## src/rtl/lcd_pwr_pkg.sv

```systemverilog
package lcd_pwr_pkg;
  typedef enum logic {
    SEQ_IDLE = 1'b0,
    SEQ_WAIT = 1'b1
  } seq_state_e;

  function automatic int unsigned floor_one(input int unsigned v);
    return (v == 0) ? 1 : v;
  endfunction
endpackage

```

## src/rtl/lcd_pwr_guard_cnt.sv

```systemverilog
module lcd_pwr_guard_cnt
  import lcd_pwr_pkg::*;
#(
  parameter int GUARD_W = 7
) (
  input  logic               clk_i,
  input  logic               rst_ni,
  input  logic               load_i,
  input  logic [GUARD_W-1:0] load_val_i,
  input  logic               clear_i,
  input  logic               tick_i,
  output logic               active_o,
  output logic               expire_o
);
  localparam logic [GUARD_W-1:0] ONE = GUARD_W'(1);

  seq_state_e         state_q;
  logic [GUARD_W-1:0] cnt_q;
  logic [GUARD_W-1:0] floor_val;

  assign floor_val = (load_val_i == '0) ? ONE : load_val_i;
  assign active_o  = (state_q == SEQ_WAIT);
  // a write in the same cycle wins over the strobe
  assign expire_o  = active_o && tick_i && !load_i && !clear_i && (cnt_q == ONE);

  always_ff @(posedge clk_i or negedge rst_ni) begin
    if (!rst_ni) begin
      state_q <= SEQ_IDLE;
      cnt_q   <= '0;
    end else if (load_i) begin
      state_q <= SEQ_WAIT;
      cnt_q   <= floor_val;
    end else if (clear_i) begin
      state_q <= SEQ_IDLE;
      cnt_q   <= '0;
    end else if (active_o && tick_i) begin
      if (cnt_q == ONE) begin
        state_q <= SEQ_IDLE;
        cnt_q   <= '0;
      end else begin
        cnt_q <= cnt_q - ONE;
      end
    end
  end

  p_cnt_floor_r5: assert property (@(posedge clk_i) disable iff (!rst_ni)
    active_o |-> cnt_q != '0);

  p_restart_r7: assert property (@(posedge clk_i) disable iff (!rst_ni)
    load_i |=> active_o && (cnt_q >= ONE) && (($past(load_val_i) == '0) || (cnt_q == $past(load_val_i))));

  p_idle_hold_r6: assert property (@(posedge clk_i) disable iff (!rst_ni)
    (!active_o && !load_i) |=> !active_o);
endmodule

```

## src/rtl/lcd_pwr_pin_gate.sv

```systemverilog
module lcd_pwr_pin_gate #(
  parameter int PIX_W = 24
) (
  input  logic             en_i,
  input  logic [PIX_W-1:0] pins_i,
  output logic [PIX_W-1:0] pins_o
);
  for (genvar b = 0; b < PIX_W; b++) begin : g_bit
    assign pins_o[b] = pins_i[b] & en_i;
  end
endmodule

```

## src/rtl/lcd_pwr_seq.sv

```systemverilog
module lcd_pwr_seq
  import lcd_pwr_pkg::*;
#(
  parameter int GUARD_W = 7,
  parameter int PIX_W   = 24,
  localparam int CTRL_W = GUARD_W + 1
) (
  input  logic              clk_i,
  input  logic              rst_ni,
  input  logic              wr_en_i,
  input  logic [CTRL_W-1:0] wr_data_i,
  input  logic              frame_start_i,
  input  logic [PIX_W-1:0]  panel_i,
  output logic [CTRL_W-1:0] ctrl_rdata_o,
  output logic              pwr_o,
  output logic              busy_o,
  output logic [PIX_W-1:0]  panel_o
);
  logic [CTRL_W-1:0] ctrl_q;
  logic              tgt_q;
  logic              pwr_q;
  logic              req;
  logic              load;
  logic              clear;
  logic              expire;
  logic              active;

  assign req   = wr_data_i[0];
  assign load  = wr_en_i && (req != pwr_q);
  assign clear = wr_en_i && (req == pwr_q);

  lcd_pwr_guard_cnt #(.GUARD_W(GUARD_W)) u_guard (
    .clk_i      (clk_i),
    .rst_ni     (rst_ni),
    .load_i     (load),
    .load_val_i (wr_data_i[CTRL_W-1:1]),
    .clear_i    (clear),
    .tick_i     (frame_start_i),
    .active_o   (active),
    .expire_o   (expire)
  );

  always_ff @(posedge clk_i or negedge rst_ni) begin
    if (!rst_ni) begin
      ctrl_q <= '0;
      tgt_q  <= 1'b0;
      pwr_q  <= 1'b0;
    end else begin
      if (wr_en_i) ctrl_q <= wr_data_i;
      if (load)    tgt_q  <= req;
      if (expire)  pwr_q  <= tgt_q;
    end
  end

  lcd_pwr_pin_gate #(.PIX_W(PIX_W)) u_gate (
    .en_i   (pwr_q),
    .pins_i (panel_i),
    .pins_o (panel_o)
  );

  assign ctrl_rdata_o = ctrl_q;
  assign pwr_o        = pwr_q;
  assign busy_o       = active;

  p_readback_r2: assert property (@(posedge clk_i) disable iff (!rst_ni)
    wr_en_i |=> ctrl_rdata_o == $past(wr_data_i));

  p_start_busy_r3: assert property (@(posedge clk_i) disable iff (!rst_ni)
    (wr_en_i && wr_data_i[0] != pwr_o) |=> busy_o);

  p_pwr_on_strobe_r4: assert property (@(posedge clk_i) disable iff (!rst_ni)
    (pwr_o != $past(pwr_o)) |-> $past(frame_start_i && busy_o && !wr_en_i));

  p_equal_req_r8: assert property (@(posedge clk_i) disable iff (!rst_ni)
    (wr_en_i && wr_data_i[0] == pwr_o) |=> !busy_o && $stable(pwr_o));

  p_busy_drop_r10: assert property (@(posedge clk_i) disable iff (!rst_ni)
    (pwr_o != $past(pwr_o)) |-> !busy_o);

  p_pins_dark_r9: assert property (@(posedge clk_i) disable iff (!rst_ni)
    !pwr_o |-> panel_o == '0);
endmodule

```

## config.mk

```make
export PLATFORM = sky130hd
export DESIGN_NAME = lcd_pwr_seq
export DESIGN_NICKNAME = d
export VERILOG_FILES = /design/src/rtl/lcd_pwr_pkg.sv /design/src/rtl/lcd_pwr_guard_cnt.sv /design/src/rtl/lcd_pwr_pin_gate.sv /design/src/rtl/lcd_pwr_seq.sv
export SDC_FILE = /design/constraint.sdc
export NUM_CORES = 1
export LEC_CHECK = 0
export ABC_AREA = 1
export BUFFER_PORTS_ARGS = -buffer_cell sky130_fd_sc_hd__buf_2
export CAP_MARGIN = 30
export CORE_MARGIN = 2
export CORE_UTILIZATION = 40
export CTS_CLUSTER_SIZE = 40
export DETAILED_ROUTE_END_ITERATION = 10
export PLACE_DENSITY = 0.85
export SLEW_MARGIN = 20
export SYNTH_ARGS = -nofsm -noshare
export SYNTH_HDL_FRONTEND = slang
export SYNTH_SLANG_ARGS = --single-unit
```

## constraint.sdc

```tcl
create_clock -name clk_i -period 1.5 [get_ports clk_i]
set_input_delay 0.225 -clock clk_i [delete_from_list [all_inputs] [get_ports clk_i]]
set_output_delay 0.225 -clock clk_i [all_outputs]
set_load 0.02 [all_outputs]
```

==> results.md, run 1 <==
* Final nets at 286
* Hold Fails Final Rpt at 0
* Arr. time, crit path at 1120 ps
* Core box area at 3030 sq um
* Maximum number of pins on one net before global-route repair at 21
* Internal Power at 0.000964 W
* Setup TNS at 0 ps
* Run status: finished clean
* Die area at 3620 sq um
* Clk_skew at 7.02 ps
* Crit end category: primary output
* P_sw at 0.000653 W
* Mapped Cells at 175
* Flop and latch count out of synthesis at 18
* Non-Filler Instances at 291
* RSZ-0062 raised after global routing: false
* LEAKAGE at 1.15 nW
* CP max FO at 20
* Routed WL at 2800 um
* Rows at 20
* Setup violators final at 0
* GRT Residual Overflow at 0
* Register share of total power at 39.5%
* Dominant delay contributor by cell family on the critical path: flip-flops
* Worst setup SP type: flop
* Crit path required time at 1270 ps
* Cts bufs inserted at 3
* Pwr dens at 955 nW/um^2
* P&R area growth vs syn at 34.4%
* Switching share of total power at 40.4%
* GPL Wtd Cong at 0.784
* VDD IR max at 0.693 mV
* Clock insertion delay at the later pin of the skew report at 300 ps
* Ant. Diodes at 0
* Chip Width at 60.1 um
* Port buffer count at 69
* Initial Util at 41.6%
* Total vias in the final route at 1275
* Critical path class: reg -> out
* Post-route setup slack at 152 ps
* Fmax at 0.742 GHz
* Post-Syn Nets at 213
* Yosys cell types at 25
* First-pass detailed-route iteration total at 4
* Bufs on Longest Clock Path at 2
* DP Cell Count at 285
* Slew Limit Fails at 0
* Sequential share of the synthesized area at 35.7%
* Crit path cell chain: buf_6 -> nand2_1 -> inv_1 -> buf_2
* Final worst-path cycle share at 89.9%
* Drt via density at 4.38
* WP buf/inv at 3
* Wire length of the first global-routing pass at 4460 um
* Worst Hold Class: in -> reg
* IO Pins at 70
* Synthesized area per cell at 7.20 sq um
* Pre-CTS setup slack at 209 ps
* Initial antenna violation count at 0
* Ys Warns at 0
* Number of global-route vias before repair at 1079
* Combinational power share at 41.6%
* Drt wl/cell at 9.61 um
* Clock power share at 18.9%
* Remaining antenna violation count at 0
* Post-layout util at 55.9%
* Max-cap violations at 0
* H-tree Lvls at 1
* Layout cells sized above 1 at 40.9%
* Sink Count at 18
* Clock transition at path regs at 110 ps
* Post-DP HPWL at 2280 um
* Tightest Pin Transition at 404 ps
* Root Buffer: clkbuf_4
* Iteration-0 DRC Markers at 23
* CTS tree: yes
* Total power at 0.00162 W
* Worst slew margin at 73.1%
* Slowest stage cell, crit path: dfrtp_2
* Fin crit period at 1350 ps
* Netlist Area Pre-Place at 1260 sq um
* GRT Total Usage at 15.9%
* Die Height at 60.1 um
* Critical Path Max Stage Delay at 420 ps
* Remaining DRCs at 0
final cells by class:
| type | instances | area [sq um] |
|---|---|---|
| flip-flops and latches | 18 | 452 |
| clock buffers | 4 | 36.3 |
| fillers | 296 | 1340 |
| multi-input cells | 116 | 631 |
| repair buffers | 73 | 382 |
| inverters | 36 | 138 |
| well taps | 44 | 55.1 |
through the flow:
step / instance area (sq um) / hold slack, ps
2_1_floorplan: 1260 / -70.6
3_3_place_gp: 1630 / 177
3_5_place_dp: 1630 / 178
4_1_cts: 1690 / 163
5_1_grt: 1690 / 184
6_report: 1690 / 154
kinds of logic after synthesis:
kind of cell,after synthesis,share of synthesized area [%]
buf+inv,41,14.2
flops,18,35.7
simple gates,93,36.9
fa+ha+maj,2,1.99
xor+xnor,2,1.39
compound gates,19,9.73
sequential cells by signal (all words and copies together), names as in the netlist:
register          cells
u_guard.active_o      1
u_guard.cnt_q         7
pwr_o                 1
tgt_q                 1
ctrl_rdata_o          8
metal layers:
metal / up-vias / GRT usage (%) / wire length [um]
li1: 665 / - / -
met1: 561 / 19.9 / 1190
met2: 45 / 28.7 / 1430
met3: 4 / 0.216 / 134
met4: 0 / 6.67 / 38
met5: - / 0 / 0
cells in the mapped netlist (all sizes together):
cell | instances | area [sq um]
nand2 | 67 | 282
inv | 36 | 138
nor2 | 19 | 135
dfrtp | 18 | 450
a21oi | 11 | 77.6
o21ai | 7 | 38.8
buf | 5 | 41.3
nand3 | 5 | 30.0
ha | 2 | 25.0
nand4 | 2 | 18.8
o22ai | 1 | 6.26
xnor2 | 1 | 8.76
xor2 | 1 | 8.76
placed cells by master (no fill, tap or decap):
cell type,synthesis,routed
a21oi_1,5,5
a21oi_2,6,6
buf_2,3,69
buf_4,0,2
buf_6,1,1
clkbuf_4,0,3
clkbuf_8,0,1
dfrtp_1,18,17
dfrtp_2,0,1
dlygate4sd3_1,0,1
ha_1,2,2
inv_1,32,32
inv_2,3,3
inv_4,1,1
nand2_1,61,61
nand2_2,3,3
nand2_4,3,3
nand3_1,4,4
nand3_2,1,1
nand4_1,1,1
nand4_2,1,1
nor2_1,14,14
nor2_4,2,2
nor2_8,3,3
o21ai_1,6,6
o21ai_2,1,1
o22ai_1,1,1
xnor2_1,1,1
xor2_1,1,1
power by group through the flow:
stage               Clock [W]  Combinational (W)  Sequential [W]
finish               0.000306           0.000672        0.000639
global route         0.000324           0.000760        0.000649
CTS                  0.000307           0.000667        0.000648
detailed placement          0           0.000661        0.000656
global placement            0           0.000649        0.000651
floorplan                   0           0.000462        0.000669
worst register-to-register path, delay by kind of cell, from the launching register on:
kind / cells / cell delay [ps]
and+or+nand+nor: 3 / 290
buffers and inverters: 1 / 100
DFF: 1 / 390
AOI/OAI and AO/OA: 2 / 200
adders and majority gates: 1 / 200
final timing paths:
check | startpoint | end | slack, ps | depth (start not counted)
min in group asynchronous | rst_ni | ctrl_rdata_o[5]$_DFFE_PN0P_ | 360 | 2
min reg2reg | ctrl_rdata_o[7]$_DFFE_PN0P_ | ctrl_rdata_o[7]$_DFFE_PN0P_ | 480 | 2
max in group asynchronous | rst_ni | pwr_o$_DFFE_PN0P_ | 820 | 2
max | pwr_o$_DFFE_PN0P_ | panel_o[18] | 150 | 4
min | wr_data_i[6] | ctrl_rdata_o[6]$_DFFE_PN0P_ | 150 | 3
max reg2reg | u_guard.cnt_q[1]$_DFFE_PN0P_ | u_guard.active_o$_DFFE_PN0P_ | 210 | 7
repair_timing:
| item | 4_1_cts | 5_1_grt |
|---|---|---|
| setup endpoints to repair | 20 | 19 |
| setup buffers | 0 | 1 |
| hold buffers | 1 | 0 |
| resized for setup | 2 | 0 |
| hold endpoints to repair | 18 | 0 |
(Power assumes the default switching activity.)
==> run 2: changes to the inputs <==
Settings changed: ABC_AREA 1 to unset, PLACE_DENSITY 0.85 to 0.89.
==> run 2 against run 1 <==
Compared with the run above:
- the flow now finishes with violations (setup timing)
- clock power is essentially flat
- worst setup slack worse by 360 ps
- wire length is 12% higher
- non-clock buffer count grew 12
- sequential share of layout area up 0.51 points
- highest routed layer unchanged
==> results.md, run 2 <==
* Total power at 0.00218 W (was 0.00162 W)
* GPL Wtd Cong at 0.861 (was 0.784)
* LEAKAGE at 0.860 nW (was 1.15 nW)
* Slew Limit Fails at 0 (unchanged)
* Top cell type's share of synthesized area at 42.2% (was 35.7%)
* Flop and latch count out of synthesis at 18 (unchanged)
* Sink Count at 18 (unchanged)
* Arr. time, crit path at 1900 ps (was 1120 ps)
* Post-synth top cells: and2_1 (26), dfrtp_1 (18), mux2_2 (8), a21oi_1 (5), nand2_1 (5) (was nand2_1 (61), inv_1 (32), dfrtp_1 (18), nor2_1 (14))
* Fin crit period at 1710 ps (was 1350 ps)
* Setup crit end: u_guard.cnt_q[2]$_DFFE_PN0P_ (was panel_o[18])
* Crit path required time at 1700 ps (was 1270 ps)
* Crit end category: flop (was primary output)
* Synth async-reset ratio at 100% (unchanged)
* DR WL met3 at 125 um (was 134 um)
* Port buffer count at 69 (unchanged)
* Worst R2R Setup Slack at -210 ps (was 210 ps)
* Routed WL at 3120 um (was 2800 um)
* CP max FO at 2 (was 20)
* Drt via density at 5.16 (was 4.38)
* First-pass detailed-route iteration total at 4 (unchanged)
* Remaining antenna violation count at 0 (unchanged)
* RSZ-0062 raised after global routing: true (was false)
* Total vias in the final route at 1151 (was 1275)
* Area contributors post-synth: dfrtp_1 (42%), and2_1 (15%), mux2_2 (8.4%) (was dfrtp_1 (36%), nand2_1 (18%), inv_1 (9.5%))
* Layout cells sized above 1 at 57.5% (was 40.9%)
* Clock transition at path regs at 100 ps (was 110 ps)
* Dominant cell by count in the synthesized netlist: and2_1 (was nand2_1)
* Failing checks: setup timing
* Post-layout util at 66.3% (was 55.9%)
* Worst Hold Class: in -> reg (unchanged)
* GRT Residual Overflow at 0 (unchanged)
* Met1 WL at 1330 um (was 1190 um)
* Sequential share of the synthesized area at 42.2% (was 35.7%)
* Netlist Area Pre-Place at 1070 sq um (was 1260 sq um)
* VDD IR max at 0.869 mV (was 0.693 mV)
* Hold Fails Final Rpt at 0 (unchanged)
* Root Buffer: clkbuf_4 (unchanged)
* IO Pins at 70 (unchanged)
* Min Hold Slack at 176 ps (was 154 ps)
* Crit. Startpoint: u_guard.cnt_q[1]$_DFFE_PN0P_ (was pwr_o$_DFFE_PN0P_)
* Iteration-0 DRC Markers at 43 (was 23)
* Die area at 3100 sq um (was 3620 sq um)
* Die Height at 55.7 um (was 60.1 um)
* Worst slew margin at 72.4% (was 73.1%)
* Post-route setup slack at -205 ps (was 152 ps)
* Tightest Pin Transition at 414 ps (was 404 ps)
* Wire length of the first global-routing pass at 4940 um (was 4460 um)
* Pwr dens at 1320 nW/um^2 (was 955 nW/um^2)
* EDFF count, synth at 0 (unchanged)
* P&R area growth vs syn at 55.2% (was 34.4%)
* Fillers at 199 (was 296)
* Remaining DRCs at 0 (unchanged)
* Number of global-route vias before repair at 1083 (was 1079)
* DR top layer: met4 (unchanged)
* Non-Filler Instances at 223 (was 291)
* Setup TNS at -685 ps (was 0 ps)
* Maximum number of pins on one net before global-route repair at 28 (was 21)
* Max-cap violations at 0 (unchanged)
* Ant. Diodes at 0 (unchanged)
* R2R depth at 7 (unchanged)
* DP Cell Count at 214 (was 285)
* Commonest non-fill, non-tap cell in the layout: buf_2 (unchanged)
* Rows at 18 (was 20)
* Most used DFF post-synth: dfrtp_1 (unchanged)
* Drt wl/cell at 14.0 um (was 9.61 um)
* Run status: finished with violations (was finished clean)
* H-tree Lvls at 1 (unchanged)
* Final worst-path cycle share at 114% (was 89.9%)
* Final nets at 232 (was 286)
* Max reg flops at 8 (unchanged)
* Synthesized area per cell at 9.88 sq um (was 7.20 sq um)
* Fmax at 0.586 GHz (was 0.742 GHz)
* Routed met2 length at 1610 um (was 1430 um)
* R2R Path End: u_guard.cnt_q[2]$_DFFE_PN0P_ (was u_guard.active_o$_DFFE_PN0P_)
* Hold path startpoint: wr_data_i[7] (was wr_data_i[6])
* Synth area leader: dfrtp_1 (unchanged)
* Clk_skew at 4.42 ps (was 7.02 ps)
* Post-Syn Nets at 146 (was 213)
* Core box area at 2500 sq um (was 3030 sq um)
* Yosys cell types at 33 (was 25)
* Initial Util at 42.7% (was 41.6%)
* CTS tree: yes (unchanged)
* Critical path class: reg -> reg (was reg -> out)
* GRT Total Usage at 19.4% (was 15.9%)
* Most frequent cells in the layout: buf_2 (69), and2_1 (26), dfrtp_1 (18), buf_4 (14), mux2_2 (8) (was buf_2 (69), nand2_1 (61), inv_1 (32), dfrtp_1 (17), nor2_1 (14))
* Post-DP HPWL at 2270 um (was 2280 um)
* Clock insertion delay at the later pin of the skew report at 300 ps (about the same)
* Bufs on Longest Clock Path at 2 (unchanged)
* Worst setup SP type: flop (unchanged)
* Mapped Cells at 108 (was 175)
* Chip Width at 55.7 um (was 60.1 um)
* Setup violators final at 6 (was 0)
* Ys Warns at 0 (unchanged)
* Initial antenna violation count at 0 (unchanged)
* Cts bufs inserted at 3 (unchanged)
* FF-to-FF Start: u_guard.cnt_q[1]$_DFFE_PN0P_ (unchanged)
run 2: metal layers:
layer / vias up / GRT usage [%]
li1: 557 / -
met1: 549 / 26.2
met2: 38 / 32.1
met3: 7 / 1.40
met4: 0 / 8.01
met5: - / 0
run 2: cell type report:
type	count	area, sq um	area share, %
Clock buffer	4	36.3	2.19
Inverter	4	15.0	0.906
Multi-Input combinational cell	82	646	39.0
Sequential cell	18	450	27.2
Tap cell	30	37.5	2.27
Timing Repair Buffer	85	472	28.5
run 2: what timing repair did:
action / CTS / global route
setup endpoints to repair: 4 / 19
hold buffers: 1 / 0
resized for setup: 0 / 11
buffers inserted: 2 / 2
endpoints found under the hold margin: 18 / 0
pin swaps: 4 / 6
run 2: how the worst min path moves through the flow:
stage	endpoint	slack, ps	depth (start not counted)
finish	u_guard.cnt_q[6]$_DFFE_PN0P_	180	3
global route	ctrl_rdata_o[1]$_DFFE_PN0P_	180	2
CTS	u_guard.cnt_q[6]$_DFFE_PN0P_	170	3
detailed placement	u_guard.cnt_q[6]$_DFFE_PN0P_	180	1
global placement	u_guard.cnt_q[6]$_DFFE_PN0P_	170	1
floorplan	ctrl_rdata_o[0]$_DFFE_PN0P_	-70	0
run 2: power by group:
group          leakage [nW]  total [W]  internal (W)  switching (W)
logic                 0.622    0.00122      0.000545       0.000677
registers             0.218   0.000656      0.000585      0.0000703
clock network        0.0210   0.000304      0.000148       0.000155
run 2: logic make-up (layout without fill, tap and decap cells):
family,count (synthesis),in the layout,synth area share [%]
simple gates,49,49,29.0
compound gates,20,20,12.4
flops,18,18,42.2
mux,10,10,10.4
buf+inv,8,93,2.81
fa+ha+maj,2,2,2.34
xor+xnor,1,1,0.821
run 2: through the flow:
step                      instance area (sq um)  worst slack [ps]
after floorplan                            1080              -115
after global placement                     1530             -99.6
after detailed placement                   1530              -152
after CTS                                  1590              -163
after global routing                       1660              -257
final                                      1660              -205
run 2: worst max-delay path, stage by stage, from the launching register on:
cell and delay [ps]:
dfrtp_1 400, inv_2 80, ha_4 120, or3b_4 400, buf_4 160, o21ai_1 150
a21oi_1 110, o22a_1 170
